File: config.mk
export PLATFORM = sky130hd
export DESIGN_NAME = rename_map
export DESIGN_NICKNAME = d
export VERILOG_FILES = /design/src/rtl/rename_map_pkg.sv /design/src/rtl/rename_map_entry.sv /design/src/rtl/rename_map_rdport.sv /design/src/rtl/rename_map.sv
export SDC_FILE = /design/constraint.sdc
export NUM_CORES = 2
export LEC_CHECK = 0
export ABC_AREA = 0
export BUFFER_PORTS_ARGS = -buffer_cell sky130_fd_sc_hd__buf_2
export CAP_MARGIN = 5
export CORE_UTILIZATION = 57
export DETAILED_ROUTE_END_ITERATION = 12
export PLACE_DENSITY = 0.86
export SETUP_SLACK_MARGIN = 0.15
export SYNTH_ARGS = -nofsm -noshare
export SYNTH_HDL_FRONTEND = slang
export SYNTH_HIERARCHICAL = 1
export SYNTH_SLANG_ARGS = --single-unit
File: constraint.sdc
create_clock -name clk_i -period 2.34 [get_ports clk_i]
set_input_delay 0.234 -clock clk_i [delete_from_list [all_inputs] [get_ports clk_i]]
set_output_delay 0.234 -clock clk_i [all_outputs]
set_load 0.05 [all_outputs]
File: src/rtl/rename_map_pkg.sv
package rename_map_pkg;

    localparam int RM_NREGS  = 32;
    localparam int RM_TAG_W  = 4;
    localparam int RM_DATA_W = 32;
    localparam int RM_NRD    = 2;

    // Update chosen for one map entry in a cycle
    typedef enum logic [1:0] {
        ENT_HOLD    = 2'd0,
        ENT_CLAIM   = 2'd1,
        ENT_RELEASE = 2'd2,
        ENT_CLEAR   = 2'd3
    } ent_act_e;

endpackage

File: src/rtl/rename_map_entry.sv
module rename_map_entry
    import rename_map_pkg::*;
#(
    parameter int IDX_W  = 5,
    parameter int TAG_W  = RM_TAG_W,
    parameter int DATA_W = RM_DATA_W,
    parameter int ENTRY  = 0
) (
    input  logic              flush_i,
    input  logic              ren_valid_i,
    input  logic [IDX_W-1:0]  ren_idx_i,
    input  logic [TAG_W-1:0]  ren_tag_i,
    input  logic              cmt_valid_i,
    input  logic [IDX_W-1:0]  cmt_idx_i,
    input  logic [TAG_W-1:0]  cmt_tag_i,
    input  logic [DATA_W-1:0] cmt_data_i,
    input  logic              busy_q_i,
    input  logic [TAG_W-1:0]  tag_q_i,
    input  logic [DATA_W-1:0] data_q_i,
    output logic              busy_d_o,
    output logic [TAG_W-1:0]  tag_d_o,
    output logic [DATA_W-1:0] data_d_o
);

    localparam logic [IDX_W-1:0] MY_IDX = IDX_W'(ENTRY);

    logic     ren_hit;
    logic     cmt_hit;
    logic     owner_retires;
    ent_act_e act;

    always_comb begin
        ren_hit       = ren_valid_i && (ren_idx_i == MY_IDX);
        cmt_hit       = cmt_valid_i && (cmt_idx_i == MY_IDX);
        owner_retires = cmt_hit && busy_q_i && (tag_q_i == cmt_tag_i);

        // Priority: flush, then the younger rename, then a matching commit
        if (flush_i)            act = ENT_CLEAR;
        else if (ren_hit)       act = ENT_CLAIM;
        else if (owner_retires) act = ENT_RELEASE;
        else                    act = ENT_HOLD;

        busy_d_o = busy_q_i;
        tag_d_o  = tag_q_i;
        unique case (act)
            ENT_CLEAR:   busy_d_o = 1'b0;
            ENT_CLAIM: begin
                busy_d_o = 1'b1;
                tag_d_o  = ren_tag_i;
            end
            ENT_RELEASE: busy_d_o = 1'b0;
            default:     ;
        endcase

        // Retired results always land in the architectural value
        data_d_o = cmt_hit ? cmt_data_i : data_q_i;
    end

endmodule

File: src/rtl/rename_map_rdport.sv
module rename_map_rdport #(
    parameter int NREGS  = 32,
    parameter int IDX_W  = 5,
    parameter int TAG_W  = 4,
    parameter int DATA_W = 32
) (
    input  logic [NREGS-1:0]             busy_i,
    input  logic [NREGS-1:0][TAG_W-1:0]  tag_i,
    input  logic [NREGS-1:0][DATA_W-1:0] data_i,
    input  logic [IDX_W-1:0]             idx_i,
    output logic                         busy_o,
    output logic [TAG_W-1:0]             tag_o,
    output logic [DATA_W-1:0]            data_o
);

    always_comb begin
        busy_o = busy_i[idx_i];
        tag_o  = busy_o ? tag_i[idx_i] : '0;
        data_o = data_i[idx_i];
    end

endmodule

File: src/rtl/rename_map.sv
module rename_map
    import rename_map_pkg::*;
#(
    parameter int NREGS  = RM_NREGS,
    parameter int TAG_W  = RM_TAG_W,
    parameter int DATA_W = RM_DATA_W,
    parameter int NRD    = RM_NRD,
    localparam int IDX_W = $clog2(NREGS)
) (
    input  logic                          clk_i,
    input  logic                          rst_ni,
    input  logic                          flush_i,
    input  logic [NRD-1:0][IDX_W-1:0]     rs_idx_i,
    output logic [NRD-1:0]                rs_busy_o,
    output logic [NRD-1:0][TAG_W-1:0]     rs_tag_o,
    output logic [NRD-1:0][DATA_W-1:0]    rs_data_o,
    input  logic                          ren_valid_i,
    input  logic [IDX_W-1:0]              ren_idx_i,
    input  logic [TAG_W-1:0]              ren_tag_i,
    input  logic                          cmt_valid_i,
    input  logic [IDX_W-1:0]              cmt_idx_i,
    input  logic [TAG_W-1:0]              cmt_tag_i,
    input  logic [DATA_W-1:0]             cmt_data_i
);

    typedef struct packed {
        logic [NREGS-1:0]             busy;
        logic [NREGS-1:0][TAG_W-1:0]  tag;
        logic [NREGS-1:0][DATA_W-1:0] data;
    } state_t;

    state_t st_d, st_q;

    logic [NREGS-1:0]             busy_q;
    logic [NREGS-1:0][TAG_W-1:0]  tag_q;
    logic [NREGS-1:0][DATA_W-1:0] data_q;

    logic [NREGS-1:0]             ent_busy_d;
    logic [NREGS-1:0][TAG_W-1:0]  ent_tag_d;
    logic [NREGS-1:0][DATA_W-1:0] ent_data_d;

    assign busy_q = st_q.busy;
    assign tag_q  = st_q.tag;
    assign data_q = st_q.data;

    for (genvar e = 0; e < NREGS; e++) begin : g_ent
        rename_map_entry #(
            .IDX_W  (IDX_W),
            .TAG_W  (TAG_W),
            .DATA_W (DATA_W),
            .ENTRY  (e)
        ) ent_i (
            .flush_i     (flush_i),
            .ren_valid_i (ren_valid_i),
            .ren_idx_i   (ren_idx_i),
            .ren_tag_i   (ren_tag_i),
            .cmt_valid_i (cmt_valid_i),
            .cmt_idx_i   (cmt_idx_i),
            .cmt_tag_i   (cmt_tag_i),
            .cmt_data_i  (cmt_data_i),
            .busy_q_i    (busy_q[e]),
            .tag_q_i     (tag_q[e]),
            .data_q_i    (data_q[e]),
            .busy_d_o    (ent_busy_d[e]),
            .tag_d_o     (ent_tag_d[e]),
            .data_d_o    (ent_data_d[e])
        );
    end

    for (genvar p = 0; p < NRD; p++) begin : g_rd
        rename_map_rdport #(
            .NREGS  (NREGS),
            .IDX_W  (IDX_W),
            .TAG_W  (TAG_W),
            .DATA_W (DATA_W)
        ) rd_i (
            .busy_i (busy_q),
            .tag_i  (tag_q),
            .data_i (data_q),
            .idx_i  (rs_idx_i[p]),
            .busy_o (rs_busy_o[p]),
            .tag_o  (rs_tag_o[p]),
            .data_o (rs_data_o[p])
        );
    end

    always_comb begin
        st_d      = st_q;
        st_d.busy = ent_busy_d;
        st_d.tag  = ent_tag_d;
        st_d.data = ent_data_d;
    end

    always_ff @(posedge clk_i or negedge rst_ni) begin
        if (!rst_ni) st_q <= '0;
        else         st_q <= st_d;
    end

endmodule

## Word level (Yosys, flattened, before mapping)

Index checks and enable logic that the tools add are counted.
W data, S select, Z words.

- Bits of input ports: 65
- Word-level logic and storage cells: 624
- Flip-flop bits (word level): 1184
- Output and inout port bits: 74

- Muxes and demuxes: 142
- Reduce and logical (&&, ||, !) cells: 194
- Eq/ne operators: 190
- Order comparisons: 2

Operators with widths:

| kind | number |
|---|---|
| $bmux W32 S5 | 2 |
| $mux W2 | 96 |
| $eq A5 B5 Y1 const B | 32 |
| $eq A2 B2 Y1 const B | 64 |
| $eq A4 B4 Y1 | 32 |
| $logic_and A1 B1 Y1 | 128 |
| $eq A5 B4 Y1 const B | 16 |
| $eq A2 B1 Y1 const B | 32 |
| $mux W32 | 2 |
| $pmux W1 S2 | 32 |
| $reduce_bool A2 Y1 | 32 |
| $reduce_or A2 Y1 | 32 |
| $bmux W4 S5 | 2 |
| $eq A5 B3 Y1 const B | 8 |
| $eq A5 B2 Y1 const B | 4 |
| $mux W4 | 4 |
| $lt A5 B6 Y1 const B | 2 |
| $bmux W1 S5 | 2 |
| $eq A5 B1 Y1 const B | 2 |
| $logic_not A5 Y1 | 2 |
| $mux W1 | 2 |

## Logic depth before layout (Yosys ltp)

- Word-level depth: 10
- Gate-level depth with buffers: 9
- Mapped depth without buffers: 5

## Cells and area by module

Netlist, hierarchy kept.

Modules (own cells, without submodules):

| module | cells an instance | sequential area each (sq um) | area each (sq um) | times used |
|---|---|---|---|---|
| rename_map | 1184 | 29628.4 | 29628.4 | 1 |
| rename_map_rdport | 553 | 0.0 | 9287.7 | 2 |
| rename_map_entry (g_ent[10].ent_i ...) | 53 | 0.0 | 675.6 | 4 |
| rename_map_entry (g_ent[21].ent_i ...) | 52 | 0.0 | 571.8 | 4 |
| rename_map_entry (g_ent[17].ent_i ...) | 53 | 0.0 | 688.2 | 3 |
| rename_map_entry (g_ent[12].ent_i ...) | 53 | 0.0 | 681.9 | 3 |
| rename_map_entry (g_ent[15].ent_i ...) | 52 | 0.0 | 558.0 | 3 |
| rename_map_entry (g_ent[23].ent_i ...) | 53 | 0.0 | 711.9 | 2 |
| rename_map_entry (g_ent[4].ent_i ...) | 53 | 0.0 | 684.4 | 2 |
| rename_map_entry (g_ent[1].ent_i ...) | 53 | 0.0 | 683.2 | 2 |
| rename_map_entry (g_ent[13].ent_i ...) | 52 | 0.0 | 568.0 | 2 |
| rename_map_entry (g_ent[7].ent_i) | 53 | 0.0 | 674.4 | 1 |
| rename_map_entry (g_ent[0].ent_i) | 54 | 0.0 | 668.1 | 1 |
| rename_map_entry (g_ent[16].ent_i) | 53 | 0.0 | 659.4 | 1 |
| +4 rows | -- | -- | -- | -- |

## Worst setup path after synthesis

No wires, ideal clock.

- Path type: input port to output port
- From: in rs_idx_i[1] (netlist bit)
- To: out rs_tag_o[1] (netlist bit)
- Data required time: 2106 ps
- Arrival time: 2786 ps
- Stages: 9
- Path buffers: 4
- Slack: -680 ps
- Cells stage by stage: buf_2 > buf_6 > buf_6 > clkbuf_1 > nor2_1 > a221oi_1 > a21o_1 > a21oi_1 > a311oi_1

RTL lines:

| what | line | source |
|---|---|---|
| start, declared | rename_map.sv:13 | `input logic [NRD-1:0][IDX_W-1:0] rs_idx_i,` |
| end, declared | rename_map.sv:15 | `output logic [NRD-1:0][TAG_W-1:0] rs_tag_o,` |

==> flow_metrics.tcl <==
set metrics [dict create \
    dieArea_mm2 0.122 \
    clock_skew_ps 28.8 \
    fill_cells 7137 \
    hp-class "primary input to asynchronous set/reset pin" \
    grt.total_usage_pct 34.2 \
    layout-drive-gt1-share_pct 61.5 \
    gr-usage-met2_pct 51.9 \
    drt_iter0_markers 5242 \
    cp-start-kind "flip-flop" \
    cts.sinks 1184 \
    met3_usage_pct 8.74 \
    setup_tns_ps -38370 \
    busiest_layer "met2" \
    critPathBufInv 2 \
    critPathLaunch "busy_q[25]" \
    fmax_mhz 335 \
    met1_usage_pct 44.9 \
    worstPathRequired_ps 2110 \
    setup_ws_ps -646 \
    cap_violations 0 \
    io_buffers 138 \
    syn_area_mm2 0.0685 \
    rsz0062_at_grt "yes" \
    cp_max_fo 5 \
    irDropWorstVdd_uv 688 \
    cts_tree "yes" \
    cts-buffers-inserted 130 \
    final_util_pct 67.5 \
    yosysWarningCount 6 \
    synth_ff_type "dfrtp_1" \
    first_global_vias 46614 \
    worstMarginPinSlew_ps 870 \
    die_width_um 349 \
    syn_nets 4042 \
    max_stage_delay_ps 530 \
    final.min_clock_period_ps 2990 \
    synth_edf_count 0 \
    core.rowCount 126 \
    ctsHtreeMaxLevel 4 \
    rr_startpoint "st_q[1068]" \
    drt-wirelength-per-cell_um 33.6 \
    syn_avg_cell_area_um2 17.2 \
    gp_congestion 0.917 \
    stdcell_count 6117 \
    areaGrowthSynthToFinish_pct 16.8 \
    synthArstFlopShare_pct 100 \
    violations "setup timing" \
    antenna_found_initial 13 \
    drv_slew 0 \
    post-route-period-util_pct 128 \
    crit_type "flip-flop to output port" \
    grt_pass1_wl_um 309000 \
    timing.hold.ws_ps 15.9 \
    status "complete, but fails checks" \
    ant_nets 0 \
    crit_arrival_ps 2750 \
    slew_headroom_pct 42.0 \
    vias_per_cell 7.17 \
    insertion_delay_ps 750 \
    vias 43849 \
    crit_top_cell "mux4_2" \
    p_per_area_mw_per_mm2 827 \
    start_util_pct 57.8 \
    synth_seq_cells 1184 \
    hold_violations 0 \
    leakagePower_nw 36.5 \
    dp.cells 5799 \
    core_mm2 0.119 \
    cts_buffer_depth 3 \
    path_clk_slew_ps 60 \
    num_io_pins 139 \
    drt_pass1_iterations 6 \
    dieHeight_um 349 \
    cp-end-kind "output port" \
    nets 4482 \
    critical-path-top-delay-family "multiplexers" \
    seq_area_frac_synth_pct 43.3 \
    grt_overflow 0 \
    root_buffer "clkbuf_16" \
    synth.distinct_cells 71 \
    crit_chain "mux4_2, mux4_2, mux2i_4, buf_12, a311oi_4, buf_6" \
    wl_um 206000 \
    setup_violations 74 \
    hpwl_um 120000 \
    post-route-drc-count 0 \
    synthCells 3977 \
    grt_max_degree 93 \
    worst_path_max_delay_cell "mux4_2" \
]
cells in the final DEF, fill, tap and decap left out, types with 21 or more instances in the layout:
| cell | netlist | routed |
|---|---|---|
| clkbuf_16 | 0 | 134 |
| mux2_2 | 611 | 548 |
| mux2_4 | 563 | 626 |
| clkbuf_8 | 0 | 21 |
| mux2_1 | 42 | 42 |
| buf_6 | 98 | 63 |
| mux2i_1 | 72 | 70 |
| clkbuf_1 | 73 | 25 |
| dfrtp_1 | 1184 | 1183 |
| xnor2_1 | 52 | 52 |
| xor2_1 | 76 | 76 |
| buf_12 | 9 | 159 |
| mux4_2 | 684 | 688 |
| a21oi_1 | 30 | 29 |
| nor2b_1 | 34 | 32 |
| buf_4 | 8 | 296 |
| buf_2 | 53 | 55 |
synth_stat cells (7+ instances only):
cell type,number,area [µm²]
dfrtp_1,1184,29600
mux4_2,684,15400
mux2_2,611,6880
mux2_4,563,8450
buf_6,98,1100
xor2_1,76,666
clkbuf_1,73,274
mux2i_1,72,721
buf_2,53,265
xnor2_1,52,455
buf_1,42,158
mux2_1,42,473
nor2b_1,34,213
a221oi_1,32,280
a21oi_1,30,150
and4bb_2,20,250
and3b_1,15,131
nand2_1,14,52.6
a211oi_1,13,97.6
a41oi_1,13,114
a31oi_1,12,75.1
inv_1,12,45.0
nor4_1,11,68.8
and2_0,10,62.6
buf_12,9,180
nor3b_1,9,67.6
nor3b_4,9,169
nor4b_4,9,214
a21o_1,8,60.1
a22oi_1,8,60.1
a311oi_1,8,70.1
buf_4,8,60.1
nand3_4,8,140
nand3b_4,8,160
nand4b_4,8,190
o21ai_0,8,40.0
or3b_1,8,70.1
and4b_1,7,70.1
timing repair:
item                       CTS  global route
hold buffers                 2             0
resized for setup          193             7
setup endpoints to repair   74            74
hold endpoints to repair   596             0
pin swaps                    6             0
buffers inserted            49            35
state kept, by name (all words and copies together) (netlist names):
name and cells:
data_q 1024, st_q 128, busy_q 32
through the flow:
stage	setup WS, ps	instance area [µm²]	power (W)
after floorplan	39.1	69100	0.0385
after global placement	-379	74400	0.0425
after detailed placement	-376	74400	0.0434
after CTS	-658	79700	0.0656
after global routing	-684	80000	0.0682
final	-646	80000	0.0662
power by group:
group	switching [W]	internal, W
registers	0.00336	0.0243
clock network	0.00881	0.0125
logic	0.00677	0.0105
total	0.0189	0.0472
metal layers:
metal	vias to the layer above	routed length [µm]
met3	829	21600
met1	23198	74100
met4	16	13600
li1	16783	-
met5	-	105
met2	3023	96100
cells by family after synthesis:
group / count (synthesis) / synth area share, %
buf+inv: 295 / 3.04
compound gates: 149 / 1.61
mux: 1978 / 46.8
flops: 1184 / 43.3
xor+xnor: 128 / 1.64
simple gates: 243 / 3.61
worst paths after layout:
check                         endpoint  slack [ps]  cells past startpoint
max                        rs_tag_o[7]        -650                      6
min                        data_q[903]          20                      2
max reg2reg                 busy_q[11]         970                      3
min reg2reg                data_q[725]         510                      1
max in group asynchronous  data_q[598]        1320                      4
min in group clk_i           busy_q[9]         100                      3
worst reg2reg max path, delay by kind of cell (launching register included):
family | cells | cell delay (ps)
compound gates | 2 | 660
xor+xnor | 1 | 170
flops | 1 | 420
area by class of cell:
class | count | area [µm²] | area share, %
multi-input combinational | 2498 | 37300 | 46.6
sequential | 1184 | 29600 | 37.0
timing repair buffer | 591 | 6650 | 8.32
clock buffer | 180 | 3740 | 4.67
tap | 1600 | 2000 | 2.50
clock inverter | 48 | 598 | 0.748
inverter | 12 | 57.6 | 0.0720
antenna | 4 | 10.0 | 0.0125
No activity file was read; power rests on OpenSTA's default activity.
